[src/rtl/wmq_pkg.sv]
package wmq_pkg;
  localparam int CFG_W     = 32;
  localparam int PAGE_W    = 8;
  localparam int PAGE_WORDS = 16;
  localparam int MAX_WORDS = 128;
  localparam int AW        = $clog2(MAX_WORDS);
  localparam int CNT_W     = AW + 1;
  localparam int ADDR_W    = PAGE_W + $clog2(PAGE_WORDS);

  // Field positions are fixed by the configuration word layout.
  typedef struct packed {
    logic [2:0]        nf_wm;   // 31:29
    logic [2:0]        ne_wm;   // 28:26
    logic [1:0]        size;    // 25:24
    logic [1:0]        rsvd;    // 23:22
    logic [PAGE_W-1:0] base;    // 21:14
    logic [13:0]       low;     // 13:0
  } qcfg_t;

  typedef struct packed {
    logic full;
    logic nfull;
    logic nempty;
    logic empty;
  } qstat_t;

  function automatic logic [CNT_W-1:0] cap_of(input logic [1:0] code);
    return CNT_W'(PAGE_WORDS) << code;
  endfunction
endpackage

[src/rtl/wmq_store.sv]
module wmq_store #(
  parameter int DATA_W = 32,
  parameter int WORDS  = 128,
  localparam int AW    = $clog2(WORDS)
) (
  input  logic              clk,
  input  logic              we,
  input  logic [AW-1:0]     waddr,
  input  logic [DATA_W-1:0] wdata,
  input  logic [AW-1:0]     raddr,
  output logic [DATA_W-1:0] rdata
);
  logic [DATA_W-1:0] mem [WORDS];

  always_ff @(posedge clk) begin
    if (we) mem[waddr] <= wdata;
  end

  assign rdata = mem[raddr];
endmodule

[src/rtl/wmq_ctrl.sv]
module wmq_ctrl
  import wmq_pkg::*;
(
  input  logic             clk,
  input  logic             rst_n,
  input  logic             cfg_we,
  input  logic             active,
  input  logic [CNT_W-1:0] cap,
  input  logic             push,
  input  logic             pop,
  input  logic             ovf_clr,
  output logic             push_ok,
  output logic             pop_ok,
  output logic [AW-1:0]    wr_ptr,
  output logic [AW-1:0]    rd_ptr,
  output logic [CNT_W-1:0] count,
  output logic             overflow
);
  logic [AW-1:0]    wr_d, rd_d, mask;
  logic [CNT_W-1:0] cnt_d;
  logic             ovf_d, ovf_set, is_full;

  assign mask    = cap[AW-1:0] - AW'(1);
  assign is_full = (count == cap);
  assign pop_ok  = active & pop & (count != '0);
  assign push_ok = active & push & (~is_full | pop_ok);
  assign ovf_set = active & push & is_full & ~pop_ok;

  always_comb begin
    wr_d  = wr_ptr;
    rd_d  = rd_ptr;
    cnt_d = count;
    ovf_d = overflow;
    if (cfg_we) begin
      wr_d  = '0;
      rd_d  = '0;
      cnt_d = '0;
      ovf_d = 1'b0;
    end else begin
      if (push_ok) wr_d = (wr_ptr + AW'(1)) & mask;
      if (pop_ok)  rd_d = (rd_ptr + AW'(1)) & mask;
      case ({push_ok, pop_ok})
        2'b10:   cnt_d = count + CNT_W'(1);
        2'b01:   cnt_d = count - CNT_W'(1);
        default: cnt_d = count;
      endcase
      if (ovf_set)      ovf_d = 1'b1;
      else if (ovf_clr) ovf_d = 1'b0;
    end
  end

  always_ff @(posedge clk or negedge rst_n) begin
    if (!rst_n) begin
      wr_ptr   <= '0;
      rd_ptr   <= '0;
      count    <= '0;
      overflow <= 1'b0;
    end else begin
      wr_ptr   <= wr_d;
      rd_ptr   <= rd_d;
      count    <= cnt_d;
      overflow <= ovf_d;
    end
  end

  AST_COUNT_LE_CAP: assert property (@(posedge clk) disable iff (!rst_n)
    active |-> count <= cap);
  AST_NO_OVERFLOW: assert property (@(posedge clk) disable iff (!rst_n)
    (push && !pop && is_full && !cfg_we) |=> (count == $past(count)) && overflow);
  AST_OVF_STICKY: assert property (@(posedge clk) disable iff (!rst_n)
    (overflow && !ovf_clr && !cfg_we) |=> overflow);
  AST_PUSHPOP_HOLD: assert property (@(posedge clk) disable iff (!rst_n)
    (push_ok && pop_ok && !cfg_we) |=> count == $past(count));
  AST_EMPTY_POP_HOLD: assert property (@(posedge clk) disable iff (!rst_n)
    (pop && !push && count == '0 && !cfg_we) |=> $stable(rd_ptr) && count == '0);
endmodule

[src/rtl/wmq_flags.sv]
module wmq_flags
  import wmq_pkg::*;
(
  input  logic             clk,
  input  logic             rst_n,
  input  logic [CNT_W-1:0] count,
  input  logic [CNT_W-1:0] cap,
  input  logic [2:0]       ne_wm,
  input  logic [2:0]       nf_wm,
  output qstat_t           stat
);
  logic [CNT_W-1:0] free_w;

  assign free_w = cap - count;

  always_comb begin
    stat.empty  = (count == '0);
    stat.nempty = (count <= CNT_W'(ne_wm));
    stat.nfull  = (free_w <= CNT_W'(nf_wm));
    stat.full   = (count == cap);
  end

  AST_FULL_NOT_EMPTY: assert property (@(posedge clk) disable iff (!rst_n)
    !(stat.full && stat.empty));
endmodule

[src/rtl/wm_queue.sv]
module wm_queue
  import wmq_pkg::*;
#(
  parameter int DATA_W = 32
) (
  input  logic              clk,
  input  logic              rst_n,
  input  logic              cfg_we,
  input  logic [CFG_W-1:0]  cfg_wdata,
  input  logic              push,
  input  logic [DATA_W-1:0] push_data,
  input  logic              pop,
  output logic [DATA_W-1:0] pop_data,
  input  logic              ovf_clr,
  output logic [3:0]        status,
  output logic              overflow,
  output logic              active,
  output logic [ADDR_W-1:0] acc_addr
);
  qcfg_t            cfg_q, cfg_d;
  qstat_t           stat;
  logic [CNT_W-1:0] cap, count;
  logic [AW-1:0]    wr_ptr, rd_ptr;
  logic [DATA_W-1:0] rdata;
  logic             push_ok, pop_ok;

  assign cfg_d = cfg_we ? qcfg_t'(cfg_wdata) : cfg_q;

  always_ff @(posedge clk or negedge rst_n) begin
    if (!rst_n) cfg_q <= '0;
    else        cfg_q <= cfg_d;
  end

  assign active = |cfg_q;
  assign cap    = cap_of(cfg_q.size);

  wmq_ctrl u_ctrl (
    .clk(clk), .rst_n(rst_n), .cfg_we(cfg_we), .active(active), .cap(cap),
    .push(push), .pop(pop), .ovf_clr(ovf_clr), .push_ok(push_ok),
    .pop_ok(pop_ok), .wr_ptr(wr_ptr), .rd_ptr(rd_ptr), .count(count),
    .overflow(overflow)
  );

  wmq_store #(.DATA_W(DATA_W), .WORDS(MAX_WORDS)) u_store (
    .clk(clk), .we(push_ok), .waddr(wr_ptr), .wdata(push_data),
    .raddr(rd_ptr), .rdata(rdata)
  );

  wmq_flags u_flags (
    .clk(clk), .rst_n(rst_n), .count(count), .cap(cap),
    .ne_wm(cfg_q.ne_wm), .nf_wm(cfg_q.nf_wm), .stat(stat)
  );

  assign status   = stat;
  assign pop_data = pop_ok ? rdata : '0;
  assign acc_addr = {cfg_q.base, {($clog2(PAGE_WORDS)){1'b0}}}
                    + ADDR_W'(push ? wr_ptr : rd_ptr);

  AST_EMPTY_POP_ZERO: assert property (@(posedge clk) disable iff (!rst_n)
    (pop && status[0]) |-> pop_data == '0);
  AST_IDLE_WHEN_UNUSED: assert property (@(posedge clk) disable iff (!rst_n)
    !active |-> (status == 4'h3 && pop_data == '0));
  AST_CFG_CLEARS: assert property (@(posedge clk) disable iff (!rst_n)
    cfg_we |=> (status[0] && !overflow));
endmodule

[config.mk]
export PLATFORM = sky130hd
export DESIGN_NAME = wm_queue
export DESIGN_NICKNAME = d
export VERILOG_FILES = /design/src/rtl/wmq_pkg.sv /design/src/rtl/wmq_store.sv /design/src/rtl/wmq_ctrl.sv /design/src/rtl/wmq_flags.sv /design/src/rtl/wm_queue.sv
export SDC_FILE = /design/constraint.sdc
export NUM_CORES = 2
export LEC_CHECK = 0
export BUFFER_PORTS_ARGS = -buffer_cell sky130_fd_sc_hd__buf_2
export CAP_MARGIN = 20
export CORE_UTILIZATION = 40
export DETAILED_ROUTE_END_ITERATION = 10
export HOLD_SLACK_MARGIN = 0.08
export MAX_ROUTING_LAYER = met4
export PLACE_DENSITY = 0.66
export SLEW_MARGIN = 40
export SYNTH_ARGS = -nofsm -noshare
export SYNTH_HDL_FRONTEND = slang
export SYNTH_SLANG_ARGS = --single-unit
[constraint.sdc]
create_clock -name clk -period 3.85 [get_ports clk]
set_input_delay 0.385 -clock clk [delete_from_list [all_inputs] [get_ports clk]]
set_output_delay 0.385 -clock clk [all_outputs]
set_load 0.01 [all_outputs]
==> key figures <==
Clock network
  • Clk slew on worst S/H paths: 70 ps
  • CTS tree: built
  • Clock latency on the worst-skew pair: 1010 ps
  • Clk sinks: 4151
  • # H-tree levels: 5
  • CTS buffer count: 413
  • CTS max path bufs: 4
  • Root Driver: clkbuf_16

Yosys
  • Synth unique cells: 77
  • Syn. warnings: 0
  • Sequential share of the synthesized area: 77.3%
  • Syn Nets: 7593
  • Syn Inst Count: 7500
  • EDFF count, synth: 4096
  • Post-synth top flop: edfxtp_1
  • #FFs+latches synth: between 4000 and 5000
  • Post-synthesis async set-or-reset flop share: 1.32%
  • Mapped Area: about 160000 um^2
  • Mean Syn Cell Area: 21.5 um^2

Worst setup path
  • Startpoint type of the worst setup path: flip-flop
  • Critical-path maximum fanout: 9
  • Cell mode on critical path: buf_4
  • Cell Chain, Critical Path: buf_4, buf_12, buf_12, buf_12, buf_4, mux2i_1, a221oi_1, o21ai_1, a211oi_2, buf_4, a21oi_2, a221oi_4, buf_4, buf_2
  • Depth of the worst register-to-register path: 11
  • Slowest CP cell: dfrtp_4
  • Crit path capture type: primary output
  • Worst reg2reg setup slack: 80 ps
  • Max incr delay on CP: 550 ps
  • CP arrival: ~4400 ps
  • Worst Path Buf+Inv: 8
  • Critical path depth: 14
  • Critical path class: reg -> out
  • Top delay family on crit path: buffers and inverters
  • Critical Path RT: 3460 ps

Route
  • Routed Antenna Nets: 0
  • Post-DR wirelength/cell: between 30 and 40 um
  • Final WL: 493000 um
  • Length of the first detailed-routing pass in iterations: 6
  • # DRC: 0
  • Total number of vias: around 88000
  • Drt first-iter violations: about 14000
  • Via-to-Cell Ratio: 6.08

Place
  • GP Congestion: 0.902
  • Final HPWL DP: 288000 um
  • PortBufs: 119

Power
  • Max rail drop VDD: 0.396 mV
  • Power Total: 114 mW
  • Static Leak: just over 60 nW
  • Power Density: between 500 and 600 nW/um^2

GRT
  • Overflow left after global routing: 0
  • Largest net degree at the start of global routing: 129
  • Initial antenna violation count: 24
  • Vias in the first global route: 86000
  • First-pass GRT wire length: a little under 700000 um
  • Total Routing Usage GR: 24.4%

Timing
  • Finish-stage setup viols: 32
  • Setup WS post-layout: -977 ps
  • Slew Limit Fails: 0
  • Max Freq: 207 MHz
  • Final Hold Vio Count: 0
  • Slew headroom: a little under two fifths
  • Final cycle utilization of the critical path: 125%
  • Slew at the pin with the worst max-slew slack: 945 ps
  • Minimum clock period: approximately 4800 ps
  • Worst Skew: 73.0 ps
  • RSZ-0062 raised after global routing: true

Flow run
  • Max cap viols: 0

Cells and area
  • Final core utilization: roughly half
  • Commonest non-fill, non-tap cells in the layout: edfxtp_1, mux4_2, buf_4
  • Area grow syn2layout: 22.1%
  • Commonest non-fill, non-tap cell in the layout: edfxtp_1
  • Nets: 8917
  • Layout cells sized above 1: between 30% and 40%

Floorplanning
  • # IOs: 120
  • Overall die width: 636 um
  • Die height: approximately 640 um
  • Die Footprint: 405000 um^2
  • # rows: ~230
  • Initial Util: 40.2%
  • Core Area: 400000 um^2

Min path
  • Worst Hold Depth: 7
  • Hold WC Path Type: in -> reg

Outcome
  • Violated checks: setup timing
  • Status: finished, violations left
[final cells by class]
type,instances,area (um^2)
diodes,17,42.5
clock buffers,504,10800
clock inverters,239,2630
fillers,31200,203000
inverters,24,124
multi-input cells,2881,36300
flip-flops and latches,4151,124000
well taps,5265,6590
repair buffers,1353,15700
[metrics by stage]
stage | std cells | area, um^2 | setup TNS [ps] | setup WS [ps] | hold slack [ps]
after floorplan | 7500 | 161000 | 0 | 116 | 89.4
after global placement | 13200 | 175000 | -13460 | -1300 | 438
after detailed placement | 13200 | 175000 | -10170 | -705 | 453
after CTS | 14200 | 194000 | -25450 | -990 | 117
after global routing | 14400 | 197000 | -25330 | -995 | 192
final | 14400 | 197000 | -24230 | -977 | 182
[cell families after synthesis]
logic type      count (synthesis)  share of synthesized area [%]
compound gates                849                           3.65
flops                        4151                           77.3
fa+ha+maj                      23                          0.188
buf+inv                       468                           2.02
xor+xnor                       25                          0.136
mux                          1411                           15.2
simple gates                  573                           1.51
[where the power goes]
group / switching [mW] / internal, mW / leakage, nW
Clock: 17.4 / 22.9 / 6.50
Sequential: 0.173 / 50.0 / 37.5
Combinational: 12.2 / 11.0 / 18.0
[metal layers]
metal | wire length (um) | GRT usage [%]
met2 | 230000 | 37.3
met5 | 0 | -
met4 | 23200 | 9.80
met1 | 183000 | 32.0
met3 | 56900 | 5.03
[state kept, by name, summed over array words and instances, names as in the netlist]
register / count
u_ctrl.rd_ptr: 7
u_store.mem: 4096
u_ctrl.overflow: 1
u_ctrl.wr_ptr: 7
u_ctrl.count: 8
cfg_q: 32
[final timing paths]
path | from | end
worst max-delay path | u_ctrl.rd_ptr[0] | pop_data[11]
worst min-delay path | pop | u_ctrl.count[2]
worst max register to register | cfg_q[24] | u_store.mem[14][2]
worst min register to register | cfg_q[4] | cfg_q[4]
max in group asynchronous | rst_n | u_ctrl.rd_ptr[6]
min in group asynchronous | rst_n | cfg_q[31]
[synth_stat cells, types with 7 or more instances]
| cell type | number | area [um^2] |
|---|---|---|
| a2111oi_0 | 21 | 184 |
| a211oi_1 | 35 | 263 |
| a21o_1 | 8 | 60.1 |
| a21oi_1 | 191 | 956 |
| a221oi_1 | 119 | 1040 |
| a22oi_1 | 14 | 105 |
| a31oi_1 | 37 | 231 |
| a32oi_1 | 34 | 298 |
| buf_1 | 36 | 135 |
| buf_12 | 37 | 741 |
| buf_2 | 91 | 455 |
| buf_4 | 36 | 270 |
| buf_6 | 57 | 642 |
| buf_8 | 19 | 285 |
| clkbuf_1 | 166 | 623 |
| dfrtp_1 | 55 | 1380 |
| edfxtp_1 | 4096 | 123000 |
| ha_1 | 21 | 263 |
| inv_1 | 21 | 78.8 |
| mux2_2 | 37 | 417 |
| mux2i_1 | 548 | 5490 |
| mux4_2 | 823 | 18500 |
| nand2_1 | 253 | 950 |
| nand2b_1 | 8 | 50.1 |
| nand3_1 | 21 | 105 |
| nand4_1 | 7 | 43.8 |
| nor2_1 | 204 | 766 |
| nor2b_1 | 15 | 93.8 |
| nor3_1 | 21 | 105 |
| nor4_1 | 12 | 75.1 |
| o21ai_0 | 142 | 711 |
| o21ai_1 | 24 | 120 |
| o221ai_1 | 116 | 1020 |
| o22ai_1 | 46 | 288 |
| xnor2_1 | 18 | 158 |
| xor2_1 | 7 | 61.3 |
[tightest hold or removal path, delay by kind of cell]
family          cells  cell delay [ps]
buf+inv             2              290
simple gates        2              210
compound gates      3              200
[repair_timing]
item | CTS | global route
gates resized for setup | 505 | 155
buffers inserted | 155 | 179
hold endpoints to repair | 1796 | 0
pin swaps | 99 | 90
endpoints found under the setup margin | 142 | 518
hold buffers | 77 | 0
gates cloned | 28 | 4
(Power assumes the default switching activity.)
